<file path="config.mk">
export PLATFORM = sky130hd
export DESIGN_NAME = fpu_insn_decoder
export DESIGN_NICKNAME = d
export VERILOG_FILES = /design/src/rtl/fpdec_pkg.sv /design/src/rtl/fpdec_one_op.sv /design/src/rtl/fpdec_two_op.sv /design/src/rtl/fpdec_sys.sv /design/src/rtl/fpu_insn_decoder.sv
export SDC_FILE = /design/constraint.sdc
export NUM_CORES = 1
export LEC_CHECK = 0
export BUFFER_PORTS_ARGS = -buffer_cell sky130_fd_sc_hd__buf_4
export CORE_ASPECT_RATIO = 1.25
export CORE_MARGIN = 2
export CORE_UTILIZATION = 45
export CTS_CLUSTER_SIZE = 14
export DETAILED_ROUTE_END_ITERATION = 8
export PLACE_DENSITY = 0.76
export SLEW_MARGIN = 20
export SYNTH_ARGS = -nofsm -noshare
export SYNTH_HDL_FRONTEND = slang
export SYNTH_SLANG_ARGS = --single-unit
</file>
<file path="constraint.sdc">
create_clock -name clk -period 1.61 [get_ports clk]
set_input_delay 0.161 -clock clk [delete_from_list [all_inputs] [get_ports clk]]
set_output_delay 0.161 -clock clk [all_outputs]
set_load 0.1 [all_outputs]
</file>
<file path="src/rtl/fpdec_pkg.sv">
package fpdec_pkg;

  localparam int OP_W  = 6;
  localparam int FLD_W = 4;

  typedef enum logic [OP_W-1:0] {
    OP_NOP      = 6'd0,
    OP_ADD      = 6'd1,
    OP_SUB      = 6'd2,
    OP_MUL      = 6'd3,
    OP_DIV      = 6'd4,
    OP_CMPEQ    = 6'd5,
    OP_CMPGT    = 6'd6,
    OP_LD_IDX   = 6'd7,
    OP_ST_IDX   = 6'd8,
    OP_LD_IND   = 6'd9,
    OP_LD_INC   = 6'd10,
    OP_ST_IND   = 6'd11,
    OP_ST_DEC   = 6'd12,
    OP_MOV_RR   = 6'd13,
    OP_MAC      = 6'd14,
    OP_FROM_UL  = 6'd15,
    OP_TO_UL    = 6'd16,
    OP_FLOAT    = 6'd17,
    OP_TRUNC    = 6'd18,
    OP_NEG      = 6'd19,
    OP_ABS      = 6'd20,
    OP_SQRT     = 6'd21,
    OP_RSQRT    = 6'd22,
    OP_LDZERO   = 6'd23,
    OP_LDONE    = 6'd24,
    OP_S2D      = 6'd25,
    OP_D2S      = 6'd26,
    OP_DOT      = 6'd27,
    OP_TGL_SIZE = 6'd28,
    OP_TGL_PREC = 6'd29,
    OP_TGL_BANK = 6'd30,
    OP_MTX      = 6'd31,
    OP_SINCOS   = 6'd32,
    OP_SYS_RD   = 6'd33,
    OP_SYS_WR   = 6'd34,
    OP_SYS_PUSH = 6'd35,
    OP_SYS_POP  = 6'd36
  } fop_e;

  typedef struct packed {
    fop_e             op;
    logic [FLD_W-1:0] rn;
    logic [FLD_W-1:0] rm;
    logic             sys_ul;
    logic             illegal;
  } fdec_t;

  localparam fdec_t DEC_BAD = '{op: OP_NOP, rn: '0, rm: '0, sys_ul: 1'b0, illegal: 1'b1};

endpackage

</file>
<file path="src/rtl/fpdec_one_op.sv">
// Single-operand subgroup (keyed by m) and the extended control
// subgroup nested inside it (keyed by the low bits of n).
module fpdec_one_op
  import fpdec_pkg::*;
(
  input  logic [FLD_W-1:0] fld_n,
  input  logic [FLD_W-1:0] fld_m,
  output fdec_t            dec
);

  localparam logic [FLD_W-1:0] M_LAST_PLAIN = 4'hB;
  localparam logic [OP_W-1:0]  ONE_BASE     = OP_W'(OP_FROM_UL);
  localparam logic [OP_W-1:0]  TGL_BASE     = OP_W'(OP_TGL_SIZE);

  fdec_t ext_dec;

  // extended control subgroup
  always_comb begin
    ext_dec = '{op: OP_NOP, rn: fld_n, rm: fld_m, sys_ul: 1'b0, illegal: 1'b0};
    unique case (fld_n[1:0])
      2'd3: begin
        if (fld_n[3:2] != 2'd3) begin
          ext_dec.op = fop_e'(TGL_BASE + {{(OP_W-2){1'b0}}, fld_n[3:2]});
        end
      end
      2'd1: begin
        ext_dec.op = OP_MTX;
        ext_dec.rn = {fld_n[3:2], 2'b00};
      end
      default: ext_dec.op = OP_SINCOS;
    endcase
  end

  // single-operand subgroup
  always_comb begin
    dec = '{op: OP_NOP, rn: fld_n, rm: fld_m, sys_ul: 1'b0, illegal: 1'b0};
    if (fld_m <= M_LAST_PLAIN) begin
      dec.op = fop_e'(ONE_BASE + {{(OP_W-FLD_W){1'b0}}, fld_m});
    end else begin
      unique case (fld_m)
        4'hE:    dec.op = OP_DOT;
        4'hF:    dec = ext_dec;
        default: dec = DEC_BAD;
      endcase
    end
  end

endmodule

</file>
<file path="src/rtl/fpdec_two_op.sv">
// Top level of the 0xF group: the function nibble selects the operation.
module fpdec_two_op
  import fpdec_pkg::*;
#(
  parameter int WORD_W = 16
) (
  input  logic [WORD_W-1:0] word,
  output fdec_t             dec
);

  localparam int FN_LO = 0;
  localparam int M_LO  = FLD_W;
  localparam int N_LO  = 2 * FLD_W;

  localparam logic [FLD_W-1:0] FN_LAST_DIRECT = 4'hC;

  logic [FLD_W-1:0] fn, fld_m, fld_n;
  fdec_t            one_dec;

  assign fn    = word[FN_LO +: FLD_W];
  assign fld_m = word[M_LO  +: FLD_W];
  assign fld_n = word[N_LO  +: FLD_W];

  fpdec_one_op i_one (
    .fld_n (fld_n),
    .fld_m (fld_m),
    .dec   (one_dec)
  );

  always_comb begin
    dec = '{op: OP_NOP, rn: fld_n, rm: fld_m, sys_ul: 1'b0, illegal: 1'b0};
    if (fn <= FN_LAST_DIRECT) begin
      dec.op = fop_e'({{(OP_W-FLD_W){1'b0}}, fn} + OP_W'(1));
    end else begin
      unique case (fn)
        4'hD:    dec = one_dec;
        4'hE:    dec.op = OP_MAC;
        default: dec = DEC_BAD;
      endcase
    end
  end

endmodule

</file>
<file path="src/rtl/fpdec_sys.sv">
// Masked match of the system-register transfer forms; n is a field, not a key.
module fpdec_sys
  import fpdec_pkg::*;
#(
  parameter int WORD_W = 16
) (
  input  logic [WORD_W-1:0] word,
  output fdec_t             dec
);

  localparam int N_LO  = 2 * FLD_W;
  localparam int SEL_B = FLD_W;
  localparam int KEY_W = 3 * FLD_W;

  logic [KEY_W-1:0] key;

  assign key = {word[WORD_W-1 -: FLD_W], word[2*FLD_W-1:0]};

  always_comb begin
    dec = '{op: OP_NOP, rn: word[N_LO +: FLD_W], rm: '0,
            sys_ul: word[SEL_B], illegal: 1'b0};
    unique case (key)
      12'h05A, 12'h06A: dec.op = OP_SYS_RD;
      12'h45A, 12'h46A: dec.op = OP_SYS_WR;
      12'h452, 12'h462: dec.op = OP_SYS_PUSH;
      12'h456, 12'h466: dec.op = OP_SYS_POP;
      default:          dec = DEC_BAD;
    endcase
  end

endmodule

</file>
<file path="src/rtl/fpu_insn_decoder.sv">
module fpu_insn_decoder
  import fpdec_pkg::*;
#(
  parameter int WORD_W = 16,
  parameter int EXP_W  = 8,
  parameter int FRAC_W = 23
) (
  input  logic              clk,
  input  logic              rst_n,
  input  logic              in_valid,
  input  logic [15:0]       in_word,
  input  logic              cmp_result,
  output logic              out_valid,
  output logic [5:0]        out_op,
  output logic [3:0]        out_rn,
  output logic [3:0]        out_rm,
  output logic              out_sys_ul,
  output logic              out_illegal,
  output logic              out_tbit,
  output logic [31:0]       out_const
);

  localparam int              DATA_W   = 1 + EXP_W + FRAC_W;
  localparam int              EXP_BIAS = (1 << (EXP_W - 1)) - 1;
  localparam logic [DATA_W-1:0] ONE_BITS = DATA_W'(EXP_BIAS) << FRAC_W;
  localparam logic [FLD_W-1:0]  FP_CLASS = '1;

  logic [WORD_W-1:0] word;
  fdec_t             fp_dec, sys_dec, sel_dec;

  assign word = WORD_W'(in_word);

  fpdec_two_op #(.WORD_W(WORD_W)) i_two (
    .word (word),
    .dec  (fp_dec)
  );

  fpdec_sys #(.WORD_W(WORD_W)) i_sys (
    .word (word),
    .dec  (sys_dec)
  );

  assign sel_dec = (word[WORD_W-1 -: FLD_W] == FP_CLASS) ? fp_dec : sys_dec;

  // next state
  logic              valid_d, ill_d, t_d, pay_en;
  fdec_t             pay_d;
  logic [DATA_W-1:0] const_d;

  always_comb begin
    valid_d = in_valid;
    ill_d   = in_valid & sel_dec.illegal;
    pay_en  = in_valid;
    pay_d   = sel_dec;
    const_d = (sel_dec.op == OP_LDONE) ? ONE_BITS : '0;
    t_d     = out_tbit;
    if (in_valid && (sel_dec.op == OP_CMPEQ || sel_dec.op == OP_CMPGT)) begin
      t_d = cmp_result;
    end
  end

  // registers
  logic              valid_q, ill_q, t_q;
  fdec_t             pay_q;
  logic [DATA_W-1:0] const_q;

  always_ff @(posedge clk or negedge rst_n) begin
    if (!rst_n) begin
      valid_q <= 1'b0;
      ill_q   <= 1'b0;
      t_q     <= 1'b0;
    end else begin
      valid_q <= valid_d;
      ill_q   <= ill_d;
      t_q     <= t_d;
    end
  end

  always_ff @(posedge clk or negedge rst_n) begin
    if (!rst_n) begin
      pay_q   <= '{op: OP_NOP, rn: '0, rm: '0, sys_ul: 1'b0, illegal: 1'b0};
      const_q <= '0;
    end else if (pay_en) begin
      pay_q   <= pay_d;
      const_q <= const_d;
    end
  end

  assign out_valid   = valid_q;
  assign out_illegal = ill_q;
  assign out_tbit    = t_q;
  assign out_op      = 6'(pay_q.op);
  assign out_rn      = pay_q.rn;
  assign out_rm      = pay_q.rm;
  assign out_sys_ul  = pay_q.sys_ul;
  assign out_const   = 32'(const_q);

endmodule

</file>
==> metrics <==
result of the run=finished with violations; violations in the final reports=negative setup slack; Antenna diodes=0; proportion of synthesized chip area in sequential cells=29.2%; flop and latch count out of synthesis=19; effective utilization at floorplan=46.8%; initial DRC count=25; fraction of layout cells with a size suffix above 1=49.4%; synthesized-area fraction occupied by ao, oa, aoi and oai cells=19.7%; netlist area before placement=1630 um^2; dominant synthesized flop cell=sky130_fd_sc_hd__dfrtp_1; delay contributed by the slowest stage of the critical path=between 300 and 400 ps; Detail Placement HPWL=roughly 3.2 mm; Area Overhead vs Synth=53.0%; Final Wtd Congestion=about 0.87; fin crit share=109%; Max VDD drop=0.561 mV; non-filler instance count after layout=around 300; portion of netlist area occupied by mux cells=roughly 2.8%; largest net degree at the start of global routing=26; Hold Violations, Final=0; number of buffers between clock root and the deepest sink=2; Synth top area share=29.2%; Die W=approximately 58 um; standard cell area after detailed placement=2240 um^2; setup ws final=-148 ps; main area contributors after synthesis=sky130_fd_sc_hd__dfrtp_1 29%, sky130_fd_sc_hd__buf_4 15%, sky130_fd_sc_hd__ha_1 6.1%; Synth Warn #=0; fraction of registers with async set/reset=100%; number of synthesized flops with an enable pin=0; critical path, cell by cell=buf_12 -> buf_4 -> ha_4 -> and3_4 -> a31o_1 -> a211o_1 -> nor4_2 -> mux2_1; Distinct cells, synth=52; antenna violations before repair=0; remaining design rule violation count=0; Filler Cells Inserted=279; Buf+Inv Stages, Crit Path=2; number of vias after detailed routing=1564; Die ar.=~4100 um^2; cell area after layout=2490 um^2; CTS buffer count=3; root buffer cell=sky130_fd_sc_hd__clkbuf_8; fraction of the mapped netlist area in adder cells=6.14%; number of H-tree branching levels=1; routed len/inst=12.9 um; leading cell type by number of instances after synthesis=sky130_fd_sc_hd__buf_4; global-route total usage across every layer=20.5%; leakage dissipation=1.20 nW; type of the tightest min-delay check=in2reg; Required @ worst endpoint=1750 ps; clock latency of the later-clocked register in the worst-skew pair=~250 ps; I/O pin total=70; Power per Cell Area=611 nW/um^2; total instance count after detailed placement=around 300; final core area utilization=71.6%; via density per instance=5.08; synthesized netlist cell count=186; Detail Route Antenna Nets=0; input/output buffers=44; worst clock skew=0 ps; post-synthesis share of cell area spent on xor and xnor gates=1.08%; Reg clk slew, reported paths=approximately 70 ps; element type at the critical path start=primary input; maximum achievable frequency=569 MHz; Slowest-stage cell, CP=sky130_fd_sc_hd__mux2_1; largest area contributor in the netlist=sky130_fd_sc_hd__dfrtp_1; endpoint type of the worst setup path=flip-flop; routed wire length=3.98 mm; TritonCTS clock tree=yes; total power of the final layout=roughly 1.5 mW; Sink Count=19; area fraction in and, or, nand and nor cells after synthesis=about a fifth; maximum fanout encountered on the critical timing path=4; global-route wire length before repair=6.62 mm; overall die height=71.3 um; Placeable Area=3480 um^2; unrepaired setup endpoints after global routing=yes; GRT overflow=0; arrival time at the worst endpoint=1900 ps; vias in the first global route=1474; crit path kind=in2reg; Final Setup Violations=1; worst slack on hold paths=131 ps; number of maximum-capacitance constraint violations=0; average footprint of a synthesized cell=8.76 um^2; main combinational cell family by area after synthesis=buffers and inverters; Period minus WS final=~1800 ps; commonest cells in the synthesized netlist=32 x sky130_fd_sc_hd__buf_4, 19 x sky130_fd_sc_hd__dfrtp_1, 17 x sky130_fd_sc_hd__inv_1, 12 x sky130_fd_sc_hd__nand2_1; final-stage net count=298; first drt pass iteration count=4; count of final max-slew check failures=0; delay-heaviest family, CP=compound AO/OA/AOI/OAI gates; standard-cell row count=24
registers in the layout, indices dropped and copies added (netlist names):
register and flops:
out_illegal 1, out_const 1, out_rn 4, out_op 6
out_rm 4, out_valid 1, out_tbit 1, out_sys_ul 1
final timing paths:
check	start	to	slack, ps	depth (start not counted)
hold reg to reg	out_op[5]	out_op[5]	490	1
hold / removal	cmp_result	out_tbit	130	2
min in group asynchronous	rst_n	out_rn[1]	320	2
max in group asynchronous	rst_n	out_rn[0]	1090	2
setup / recovery	in_word[0]	out_tbit	-150	8
setup reg to reg	out_tbit	out_tbit	830	1
where the power goes:
group | switching (mW) | leakage (nW) | internal [mW] | total [mW]
clock | 0.149 | 0.0228 | 0.176 | 0.325
sequential | 0.00665 | 0.257 | 0.491 | 0.497
combinational | 0.514 | 0.916 | 0.187 | 0.701
total | 0.670 | 1.20 | 0.853 | 1.52
layer usage:
metal	share of wire (%)	up-vias	track usage, %
li1	-	758	-
met1	37	717	22.7
met2	54	68	37.1
met3	5.1	21	2.89
met4	4.3	0	10.9
met5	0	-	0
cells in the final DEF (no fill, tap or decap), types with 2 or more instances in the layout:
cell / n
sky130_fd_sc_hd__clkbuf_8: 3
sky130_fd_sc_hd__buf_8: 2
sky130_fd_sc_hd__a21oi_1: 3
sky130_fd_sc_hd__a21o_1: 2
sky130_fd_sc_hd__nand2_1: 11
sky130_fd_sc_hd__ha_1: 2
sky130_fd_sc_hd__o211a_1: 3
sky130_fd_sc_hd__mux2_2: 2
sky130_fd_sc_hd__nor2_1: 5
sky130_fd_sc_hd__o21ai_0: 7
sky130_fd_sc_hd__inv_1: 13
sky130_fd_sc_hd__buf_6: 4
sky130_fd_sc_hd__nand3_4: 2
sky130_fd_sc_hd__o21ai_2: 3
sky130_fd_sc_hd__nor2b_1: 6
sky130_fd_sc_hd__nand4_1: 3
sky130_fd_sc_hd__nor3_1: 2
sky130_fd_sc_hd__a221oi_2: 2
sky130_fd_sc_hd__o21ai_1: 4
sky130_fd_sc_hd__buf_4: 86
sky130_fd_sc_hd__nand3_1: 7
sky130_fd_sc_hd__o22ai_1: 6
sky130_fd_sc_hd__dfrtp_1: 19
sky130_fd_sc_hd__conb_1: 25
sky130_fd_sc_hd__ha_4: 5
metrics by stage:
step | worst slack [ps] | setup TNS [ps]
2_1_floorplan | -251 | -360
3_3_place_gp | -434 | -1360
3_5_place_dp | -478 | -1530
4_1_cts | -128 | -219
5_1_grt | -246 | -287
6_report | -148 | -148
logic make-up after synthesis:
logic type	after synthesis
XOR/XNOR	2
other	1
adder cells (fa/ha/maj)	8
AND/OR/NAND/NOR	54
buffers and inverters	56
multiplexers	4
flip-flops	19
AO/OA/AOI/OAI	42
cell type report:
type	count	area [um^2]	share of cell area, %
tap	39	48.8	1.96
inverter	17	87.6	3.51
sequential	19	475	19.1
multi-input combinational	135	1080	43.5
clock buffer	4	45.0	1.81
timing repair buffer	94	751	30.1
timing repair:
item | CTS | global route
endpoints found under the setup margin | 2 | 2
hold buffers | 1 | 0
buffers inserted | 1 | 6
resized for setup | 18 | 18
pin swaps | 11 | 17
endpoints found under the hold margin | 19 | 0
(Power assumes the default switching activity.)
